==> config.mk <==
export PLATFORM = sky130hd
export DESIGN_NAME = adc_par_port
export DESIGN_NICKNAME = d
export VERILOG_FILES = /design/src/rtl/adc_pp_pkg.sv /design/src/rtl/adc_pp_conv_timer.sv /design/src/rtl/adc_pp_result_bank.sv /design/src/rtl/adc_pp_read_seq.sv /design/src/rtl/adc_pp_ctrl_port.sv /design/src/rtl/adc_par_port.sv
export SDC_FILE = /design/constraint.sdc
export NUM_CORES = 1
export LEC_CHECK = 0
export BUFFER_PORTS_ARGS = -buffer_cell sky130_fd_sc_hd__buf_4
export CAP_MARGIN = 25
export CORE_ASPECT_RATIO = 0.9
export CORE_UTILIZATION = 48
export DETAILED_ROUTE_END_ITERATION = 10
export PLACE_DENSITY = 0.83
export RECOVER_POWER = 25
export SYNTH_ARGS = -nofsm -noshare
export SYNTH_HDL_FRONTEND = slang
export SYNTH_SLANG_ARGS = --single-unit
==> constraint.sdc <==
create_clock -name clk -period 5.5 [get_ports clk]
set_input_delay 0.825 -clock clk [delete_from_list [all_inputs] [get_ports clk]]
set_output_delay 0.825 -clock clk [all_outputs]
set_load 0.02 [all_outputs]
==> src/rtl/adc_pp_pkg.sv <==
package adc_pp_pkg;

    localparam int unsigned CH_COUNT     = 6;
    localparam int unsigned RES_BITS     = 16;
    localparam int unsigned CTRL_BITS    = 8;
    localparam int unsigned HALF_BITS    = RES_BITS / 2;
    localparam int unsigned CONV_LEN_DEF = 100;

    typedef enum logic {
        CV_IDLE = 1'b0,
        CV_RUN  = 1'b1
    } cv_state_e;

    typedef struct packed {
        logic busy;
        logic done;
    } cv_status_t;

    function automatic logic [HALF_BITS-1:0] byte_of(
        input logic [RES_BITS-1:0] w,
        input logic                upper
    );
        return upper ? w[RES_BITS-1:HALF_BITS] : w[HALF_BITS-1:0];
    endfunction

endpackage

==> src/rtl/adc_pp_conv_timer.sv <==
module adc_pp_conv_timer
    import adc_pp_pkg::*;
#(
    parameter int unsigned CONV_CYCLES = CONV_LEN_DEF
) (
    input  logic       clk,
    input  logic       rst,
    input  logic       start_lvl,
    output cv_status_t stat
);
    localparam int unsigned CNT_W = (CONV_CYCLES > 1) ? $clog2(CONV_CYCLES) : 1;

    cv_state_e        st;
    logic [CNT_W-1:0] cnt;
    logic             start_prev;
    logic             start_edge;

    assign start_edge = start_lvl & ~start_prev;

    always_ff @(posedge clk) begin
        if (rst) begin
            st         <= CV_IDLE;
            cnt        <= '0;
            start_prev <= 1'b0;
        end else begin
            start_prev <= start_lvl;
            case (st)
                CV_IDLE: begin
                    // start on a rising change; while running no edge is looked at
                    if (start_edge) begin
                        st  <= CV_RUN;
                        cnt <= CNT_W'(CONV_CYCLES - 1);
                    end
                end
                CV_RUN: begin
                    if (cnt == '0) st <= CV_IDLE;
                    else           cnt <= cnt - 1'b1;
                end
                default: st <= CV_IDLE;
            endcase
        end
    end

    assign stat.busy = (st == CV_RUN);
    assign stat.done = (st == CV_RUN) && (cnt == '0);

endmodule

==> src/rtl/adc_pp_result_bank.sv <==
module adc_pp_result_bank
    import adc_pp_pkg::*;
#(
    parameter  int unsigned NUM_CH = CH_COUNT,
    localparam int unsigned PTR_W  = (NUM_CH > 1) ? $clog2(NUM_CH) : 1
) (
    input  logic                       clk,
    input  logic                       rst,
    input  logic                       load,
    input  logic [NUM_CH*RES_BITS-1:0] sample_in,
    input  logic [PTR_W-1:0]           sel,
    output logic [RES_BITS-1:0]        word_out
);
    logic [RES_BITS-1:0] held [NUM_CH];

    for (genvar g = 0; g < NUM_CH; g++) begin : g_ch
        always_ff @(posedge clk) begin
            if (rst)       held[g] <= '0;
            else if (load) held[g] <= sample_in[g*RES_BITS +: RES_BITS];
        end
    end

    always_comb begin
        word_out = '0;
        for (int i = 0; i < NUM_CH; i++) begin
            if (sel == PTR_W'(i)) word_out = held[i];
        end
    end

endmodule

==> src/rtl/adc_pp_read_seq.sv <==
module adc_pp_read_seq
    import adc_pp_pkg::*;
#(
    parameter  int unsigned NUM_CH = CH_COUNT,
    localparam int unsigned PTR_W  = (NUM_CH > 1) ? $clog2(NUM_CH) : 1
) (
    input  logic             clk,
    input  logic             rst,
    input  logic             cs_n,
    input  logic             rd_n,
    input  logic             byte_mode,
    input  logic             restart,
    output logic [PTR_W-1:0] ch_sel,
    output logic             half
);
    logic rd_prev;
    logic rd_done;
    logic at_last;

    assign rd_done = rd_n & ~rd_prev & ~cs_n;
    assign at_last = (ch_sel == PTR_W'(NUM_CH - 1));

    always_ff @(posedge clk) begin
        if (rst) begin
            ch_sel  <= '0;
            half    <= 1'b0;
            rd_prev <= 1'b1;
        end else begin
            rd_prev <= rd_n;
            if (restart) begin
                ch_sel <= '0;
                half   <= 1'b0;
            end else if (rd_done) begin
                if (byte_mode && !half) begin
                    half <= 1'b1;                            // second byte next
                end else begin
                    half   <= 1'b0;
                    ch_sel <= at_last ? '0 : ch_sel + 1'b1;
                end
            end
        end
    end

endmodule

==> src/rtl/adc_pp_ctrl_port.sv <==
module adc_pp_ctrl_port
    import adc_pp_pkg::*;
(
    input  logic                 clk,
    input  logic                 rst,
    input  logic                 cs_n,
    input  logic                 wr_n,
    input  logic [CTRL_BITS-1:0] data_hi,
    output logic [CTRL_BITS-1:0] ctrl_q
);
    always_ff @(posedge clk) begin
        if (rst)                 ctrl_q <= '0;
        else if (!cs_n && !wr_n) ctrl_q <= data_hi;
    end

endmodule

==> src/rtl/adc_par_port.sv <==
module adc_par_port
    import adc_pp_pkg::*;
#(
    parameter  int unsigned NUM_CH      = CH_COUNT,
    parameter  int unsigned CONV_CYCLES = CONV_LEN_DEF,
    localparam int unsigned PTR_W       = (NUM_CH > 1) ? $clog2(NUM_CH) : 1
) (
    input  logic                       clk,
    input  logic                       rst,
    input  logic                       conv_start,
    input  logic                       cs_n,
    input  logic                       rd_n,
    input  logic                       wr_n,
    input  logic                       byte_mode,
    input  logic                       hi_first,
    input  logic [NUM_CH*RES_BITS-1:0] sample_in,
    input  logic [RES_BITS-1:0]        db_i,
    output logic [RES_BITS-1:0]        db_o,
    output logic                       db_oe,
    output logic                       busy,
    output logic [CTRL_BITS-1:0]       ctrl_q
);
    cv_status_t          cv;
    logic [PTR_W-1:0]    rd_ptr;
    logic                rd_half;
    logic [RES_BITS-1:0] cur_word;

    adc_pp_conv_timer #(.CONV_CYCLES(CONV_CYCLES)) u_timer (
        .clk       (clk),
        .rst       (rst),
        .start_lvl (conv_start),
        .stat      (cv)
    );

    adc_pp_result_bank #(.NUM_CH(NUM_CH)) u_bank (
        .clk       (clk),
        .rst       (rst),
        .load      (cv.done),
        .sample_in (sample_in),
        .sel       (rd_ptr),
        .word_out  (cur_word)
    );

    adc_pp_read_seq #(.NUM_CH(NUM_CH)) u_seq (
        .clk       (clk),
        .rst       (rst),
        .cs_n      (cs_n),
        .rd_n      (rd_n),
        .byte_mode (byte_mode),
        .restart   (cv.done),
        .ch_sel    (rd_ptr),
        .half      (rd_half)
    );

    adc_pp_ctrl_port u_ctrl (
        .clk     (clk),
        .rst     (rst),
        .cs_n    (cs_n),
        .wr_n    (wr_n),
        .data_hi (db_i[RES_BITS-1 -: CTRL_BITS]),
        .ctrl_q  (ctrl_q)
    );

    assign busy  = cv.busy;
    assign db_oe = ~cs_n & ~rd_n;

    always_comb begin
        if (byte_mode) begin
            // first byte is the upper one when hi_first is set
            db_o = {byte_of(cur_word, hi_first ^ rd_half), {HALF_BITS{1'b0}}};
        end else begin
            db_o = cur_word;
        end
    end

endmodule

==> metrics.md, run 1 <==
| Metric | Value |
|---|---|
| Io pins | `around 150` |
| Worst Path Required | `between 5 and 6 ns` |
| Adder-cell share of the synthesized area | `0.680%` |
| Pre-antenna DRT Iters | `4` |
| Post-CTS Resized | `0` |
| # hold bufs at CTS | `0` |
| Core Box Area | `roughly 0.011 mm²` |
| Number of global-route vias before repair | `4,169` |
| Multi-input logic area | `0.00196 mm²` |
| Post-route DRC | `0` |
| Leak Pwr | `2.90 nW` |
| Clock Skew | `slightly above 0.008 ns` |
| Cells after Synth | `488` |
| Final Hold Fails | `0` |
| Hold WC Path Type | `reg2reg` |
| Routability Congestion | `0.883` |
| Final ANT Viol Nets | `0` |
| Initial Utilization | `50.2%` |
| Setup_tns | `0 ns` |
| Reg power frac | `44.5%` |
| Die width | `between 100 and 150 µm` |
| FILL cells | `852` |
| # rows | `36` |
| Main flop type after synthesis | `edfxtp_1` |
| Post-synthesis simple-gate area fraction | `19.7%` |
| Sw frac | `23.7%` |
| Area share of the leading cell type in the synthesized netlist | `a little over half` |
| Syn. warnings | `0` |
| Fmax | `approximately 230 MHz` |
| Die height | `104 µm` |
| Initial antenna violation count | `0` |
| Nature of the critical path endpoint | `register` |
| Largest family of logic cells by synthesized area | `simple AND/OR/NAND/NOR gates` |
| Ant. Diodes | `0` |
| Max clock buf depth | `2` |
| Post-synth EDFFs | `96` |
| Port bufs | `137` |
| Grt ovf | `0` |
| Worst-path clk slew | `~0.06 ns` |
| H-tree depth | `4` |
| First-pass GRT wire length | `around 20,000 µm` |
| 1st-iter DRT viols | `~300` |
| Clk sink count | `118` |
| Largest net degree at the start of global routing | `97` |
| Post-synthesis compound-gate area fraction | `a little over a tenth` |
| XOR/XNOR share of the synthesized area | `0.318%` |
| TritonCTS buffer count | `17` |
| Comb pwr share | `10.3%` |
| Clk_lat worst skew | `0.42 ns` |
| Sequential Area | `0.00332 mm²` |
| Synth area leaders | `edfxtp_1, and2_1, dfxtp_1` |
| Least-Margin Pin Slew | `2.83 ns` |
| Worst EP arrival | `4.31 ns` |
| Post-DP HPWL | `8670 µm` |
| Via-to-Cell Ratio | `~5.3` |
| CP Class | `reg2reg` |
| Failing checks | `max-capacitance violations, max-slew violations` |
| Tcrit/Tclk final | `77.7%` |
| Postcts setup bufs | `0` |
| Power share of the clock group | `45.3%` |
| Relative slew slack | `-89.0%` |
| Cell Pwr Density | `around 330 mW/mm²` |
| Psw | `approximately 570 µW` |
| Max-slew violations | `between 100 and 150` |
| All-Layer GR Usage | `22.3%` |
| Maxcap violations | `2` |
| Worst vdd ir | `0.204 mV` |
| Die area | `0.0119 mm²` |
| Total Wirelength | `12,800 µm` |
| Critical Path Source Type | `register` |
| CTS tree | `built` |
| Layout Nets | `between 700 and 800` |
| Seq cells post-synth | `118` |
| Post-synthesis async set-or-reset flop share | `0%` |
| Clk root buf | `clkbuf_16` |
| Most common cell in the netlist | `and2_1` |
| Cell Count Post-Placement | `around 750` |
| Post-Layout Cell Count | `a little under 800` |
| Syn Area/Cell | `11.3 µm²` |
| WL per Instance | `~16 µm` |
| Layout cells sized above 1 | `26.7%` |
| Crit-path max FO | `70` |
| Post-synth top cells | `and2_1, edfxtp_1, nand2_1` |
| Cell taking the most area after synthesis | `edfxtp_1` |
| Pwr Total | `2.39 mW` |
| Area grow syn2layout | `29.8%` |
| Status | `finished with violations` |
| RSZ-0062 raised after global routing | `false` |
| Post-route minimum period | `4.27 ns` |
| Sequential cell area fraction in the yosys report | `between 60% and 70%` |
| Post-Syn Nets | `611` |
| Cell variety after synth | `40` |
| Core Util, Final | `65.1%` |
| Final setup viols | `0` |
| Synth Cell Area | `0.00552 mm²` |
| Via Count | `4,122` |
| Pint | `between 1.5 and 2 mW` |
| Mux contribution to synthesized area | `4.38%` |
| Final hold slack | `0.481 ns` |
[cell type report]
class | count | share of cell area (%)
multi-input combinational | 320 | 27.4
inverter | 20 | 1.05
tap | 152 | 2.66
timing repair buffer | 143 | 14.3
clock inverter | 14 | 2.13
clock buffer | 18 | 6.00
sequential | 118 | 46.4
[through the flow]
step / cell area [µm²] / setup WS [ns]
2_1_floorplan: 5520 / 1.53
3_3_place_gp: 6640 / 1.84
3_5_place_dp: 6640 / 1.77
4_1_cts: 7220 / 1.32
5_1_grt: 7160 / 0.854
6_report: 7160 / 1.23
[layout by cell type (no fill, tap or decap), types with 2 or more instances in the layout]
cell,count
xnor2_1,2
buf_4,130
bufinv_16,2
a21oi_1,33
clkinv_2,3
mux2i_1,23
o22ai_1,9
a31oi_1,8
nor2b_1,6
or3_1,7
ha_1,3
o31ai_1,2
clkinv_4,5
nand3_1,2
inv_6,3
and2_1,97
or2_2,3
nor3_1,10
clkbuf_16,17
edfxtp_1,96
a32oi_1,7
dfxtp_1,21
nand2_1,45
o21ai_0,21
inv_1,20
clkbuf_1,14
o211a_1,7
nand2b_1,2
nor2_1,18
[per-layer routing]
metal	share of wire [%]	GRT usage (%)
met5	0	0
met3	7.2	6.73
met1	40	26.8
met2	50	36.7
met4	2.1	9.83
[kinds of logic after synthesis]
group / after synthesis
adders and majority gates: 3
buffers and inverters: 50
muxes: 24
and+or+nand+nor: 197
DFF: 118
xor gates and xnor gates: 2
AOI/OAI and AO/OA: 94
[worst max-delay path, stage by stage, from the launching register on]
cell	delay (ns)
dfxtp_1	0.34
or4_1	0.63
o21bai_1	1.95
buf_4	0.93
[path summary, 6_finish.rpt]
check | from | depth (start not counted) | slack, ns | to
worst max-delay path | u_timer.cnt[2] | 3 | 1.23 | u_bank.held[0][13]
worst min-delay path | u_ctrl.ctrl_q[7] | 2 | 0.48 | u_ctrl.ctrl_q[7]
worst max register to register | u_timer.cnt[2] | 3 | 1.23 | u_bank.held[0][13]
worst min register to register | u_ctrl.ctrl_q[7] | 2 | 0.48 | u_ctrl.ctrl_q[7]
[sequential cells by signal, summed over array words and instances, names as in the netlist]
name                cells
u_bank.held            96
u_ctrl.ctrl_q           8
u_seq.ch_sel            3
u_seq.half              1
u_seq.rd_prev           1
u_timer.cnt             7
u_timer.st              1
u_timer.start_prev      1
[power groups by stage]
stage | logic, mW | clock network [mW] | registers, mW
2_1_floorplan | 0.135 | 0 | 1.08
3_3_place_gp | 0.245 | 0 | 1.07
3_5_place_dp | 0.253 | 0 | 1.08
4_1_cts | 0.256 | 1.09 | 1.06
5_1_grt | 0.266 | 1.13 | 1.07
6_report | 0.246 | 1.08 | 1.06
(Power assumes the default switching activity.)
==> run 2: changes to the inputs <==
Settings changed: CORE_UTILIZATION 48 to 50, PLACE_DENSITY 0.83 to 0.82.
Clock period 5.5 ns to 4.1 ns, I/O delays scaled along.
==> run 2 against run 1 <==
The run still ends with max-capacitance violations, max-slew violations left. Combinational power up 37%. Die area down 3.9%. Critical endpoint is now db_o[9]. Sequential power up 34%. Via count up 2.7%. Global-route usage up 1.3 points. Largest cell class unchanged. Clock power up 37%. Cell count down 2.3%. Clock skew down 0.0018 ns. First-iteration DRC count up 37%. Largest power group unchanged. Routed wire length up 3.5%.
==> metrics.md, run 2 (synthesis gave the netlist of run 1 again) <==
| Metric | Value |
|---|---|
| Postcts setup bufs | `0 (unchanged)` |
| Clk sink count | `118 (unchanged)` |
| Commonest non-fill, non-tap cell in the layout | `buf_4 (unchanged)` |
| Post-route minimum period | `3.87 ns` |
| Fmax | `258 MHz` |
| Worst Path Required | `3.48 ns (was 5.54 ns)` |
| Ant. Diodes | `0 (unchanged)` |
| Initial antenna violation count | `0 (unchanged)` |
| Via-to-Cell Ratio | `5.52 (was 5.25)` |
| TritonCTS buffer count | `17 (unchanged)` |
| Largest net degree at the start of global routing | `97 (unchanged)` |
| Initial Utilization | `51.2% (was 50.2%)` |
| Regs by FF count | `u_bank.held x96, u_ctrl.ctrl_q x8, u_timer.cnt x7 (unchanged)` |
| Worst vdd ir | `0.264 mV (was 0.204 mV)` |
| Least-Margin Pin Slew | `2.01 ns (was 2.83 ns)` |
| Setup_tns | `0 ns (unchanged)` |
| Layout Nets | `744 (was 743)` |
| Crit-path max FO | `19 (was 70)` |
| Die area | `0.0115 mm² (was 0.0119 mm²)` |
| First-pass GRT wire length | `20,200 µm (was 19,900 µm)` |
| Critical Path Source Type | `register (unchanged)` |
| Io pins | `146 (unchanged)` |
| Cell Pwr Density | `453 mW/mm² (was 334 mW/mm²)` |
| Layout cells sized above 1 | `26.8% (was 26.7%)` |
| CTS tree | `built (unchanged)` |
| Clock Skew | `0.00652 ns (was 0.00827 ns)` |
| Tcrit/Tclk final | `around 94%` |
| WL per Instance | `17.3 µm (was 16.3 µm)` |
| Nature of the critical path endpoint | `output port (was register)` |
| RSZ-0062 raised after global routing | `false (unchanged)` |
| Post-DP HPWL | `8910 µm (was 8670 µm)` |
| Worst-path clk slew | `0.06 ns (about the same)` |
| Failing checks | `max-capacitance violations, max-slew violations (unchanged)` |
| Top routing layer used | `met4 (unchanged)` |
| Max clock buf depth | `2 (unchanged)` |
| Post-CTS Resized | `0 (unchanged)` |
| DRT met1 WL | `5290 µm (was 5160 µm)` |
| Max-slew violations | `26 (was 130)` |
| Leak Pwr | `2.90 nW (about the same)` |
| Worst EP arrival | `3.25 ns (was 4.31 ns)` |
| 1st-iter DRT viols | `400 (was 293)` |
| Die height | `102 µm (was 104 µm)` |
| Hold WC Path Type | `in2reg (was reg2reg)` |
| Most flops, register | `u_bank.held (unchanged)` |
| H-tree depth | `4 (unchanged)` |
| Die width | `113 µm (was 115 µm)` |
| Commonest cells after routing, fill and taps aside | `buf_4, and2_1, edfxtp_1, nand2_1, a21oi_1 (unchanged)` |
| Metal3 WL | `946 µm (was 927 µm)` |
| Max FFs per register | `96 (unchanged)` |
| # rows | `36 (unchanged)` |
| Relative slew slack | `-34.3% (was -89.0%)` |
| Status | `finished with violations (unchanged)` |
| Met2 routed WL | `6780 µm (was 6460 µm)` |
| Clk_lat worst skew | `0.41 ns (was 0.42 ns)` |
| Total Wirelength | `13,300 µm (was 12,800 µm)` |
| Grt ovf | `0 (unchanged)` |
| Final ANT Viol Nets | `0 (unchanged)` |
| Maxcap violations | `1 (was 2)` |
| Core Box Area | `0.0108 mm² (was 0.0110 mm²)` |
| Pwr Total | `3.24 mW (was 2.39 mW)` |
| CP Class | `reg2out (was reg2reg)` |
| Number of global-route vias before repair | `4,039 (was 4,169)` |
| # hold bufs at CTS | `0 (unchanged)` |
| Area grow syn2layout | `29.7% (was 29.8%)` |
| Port bufs | `137 (unchanged)` |
| Via Count | `4,235 (was 4,122)` |
| Clk root buf | `clkbuf_16 (unchanged)` |
| Post-route DRC | `0 (unchanged)` |
| Final Hold Fails | `0 (unchanged)` |
| All-Layer GR Usage | `23.6% (was 22.3%)` |
| Pre-antenna DRT Iters | `6 (was 4)` |
| Routability Congestion | `0.875 (was 0.883)` |
| Final setup viols | `0 (unchanged)` |
==> run 2: path summary, 6_finish.rpt <==
kind	startpoint	to	slack, ns	depth (start not counted)
worst max register to register	u_timer.cnt[2]	u_bank.held[1][27]	0.47	3
worst min register to register	u_ctrl.ctrl_q[4]	u_ctrl.ctrl_q[4]	0.48	2
worst min-delay path	conv_start	u_timer.start_prev	0.42	2
worst max-delay path	u_seq.ch_sel[2]	db_o[9]	0.23	8
==> run 2: where the power goes <==
group	total, mW	leakage (nW)	switching, mW	internal (mW)
Combinational	0.337	1.44	0.182	0.155
Sequential	1.42	1.18	0.0349	1.39
Clock	1.48	0.279	0.532	0.950
==> run 2: critical path, stage by stage, from the launching register on <==
cell,delay (ns)
dfxtp_1,0.62
inv_1,0.11
ha_1,0.49
nor2_1,0.59
buf_4,0.27
a32oi_1,0.13
o211a_1,0.20
o22ai_1,0.24
buf_4,0.19
==> run 2: layer usage <==
metal	GRT usage, %	up-vias
met5	0	-
met4	8.21	0
li1	-	1996
met3	7.72	27
met2	41.2	196
met1	27.6	2016
==> run 2: metrics by stage <==
step | std cells | cell area [µm²] | util (%) | hold slack (ns) | setup WS [ns]
6_report | 767 | 7150 | 66.5 | 0.423 | 0.231
3_3_place_gp | 735 | 6630 | 61.6 | 0.466 | 0.866
2_1_floorplan | 488 | 5520 | - | 0.465 | 0.125
4_1_cts | 767 | 7220 | 67.0 | 0.425 | 0.311
5_1_grt | 767 | 7150 | 66.5 | 0.423 | 0.0552
3_5_place_dp | 735 | 6630 | 61.6 | 0.474 | 0.725
==> run 2: cell type report <==
type,count,area [µm²]
fill,770,3610
sequential,118,3320
multi-input combinational,320,1960
timing repair buffer,144,1040
clock buffer,19,433
tap,133,166
clock inverter,13,158
inverter,20,75.1
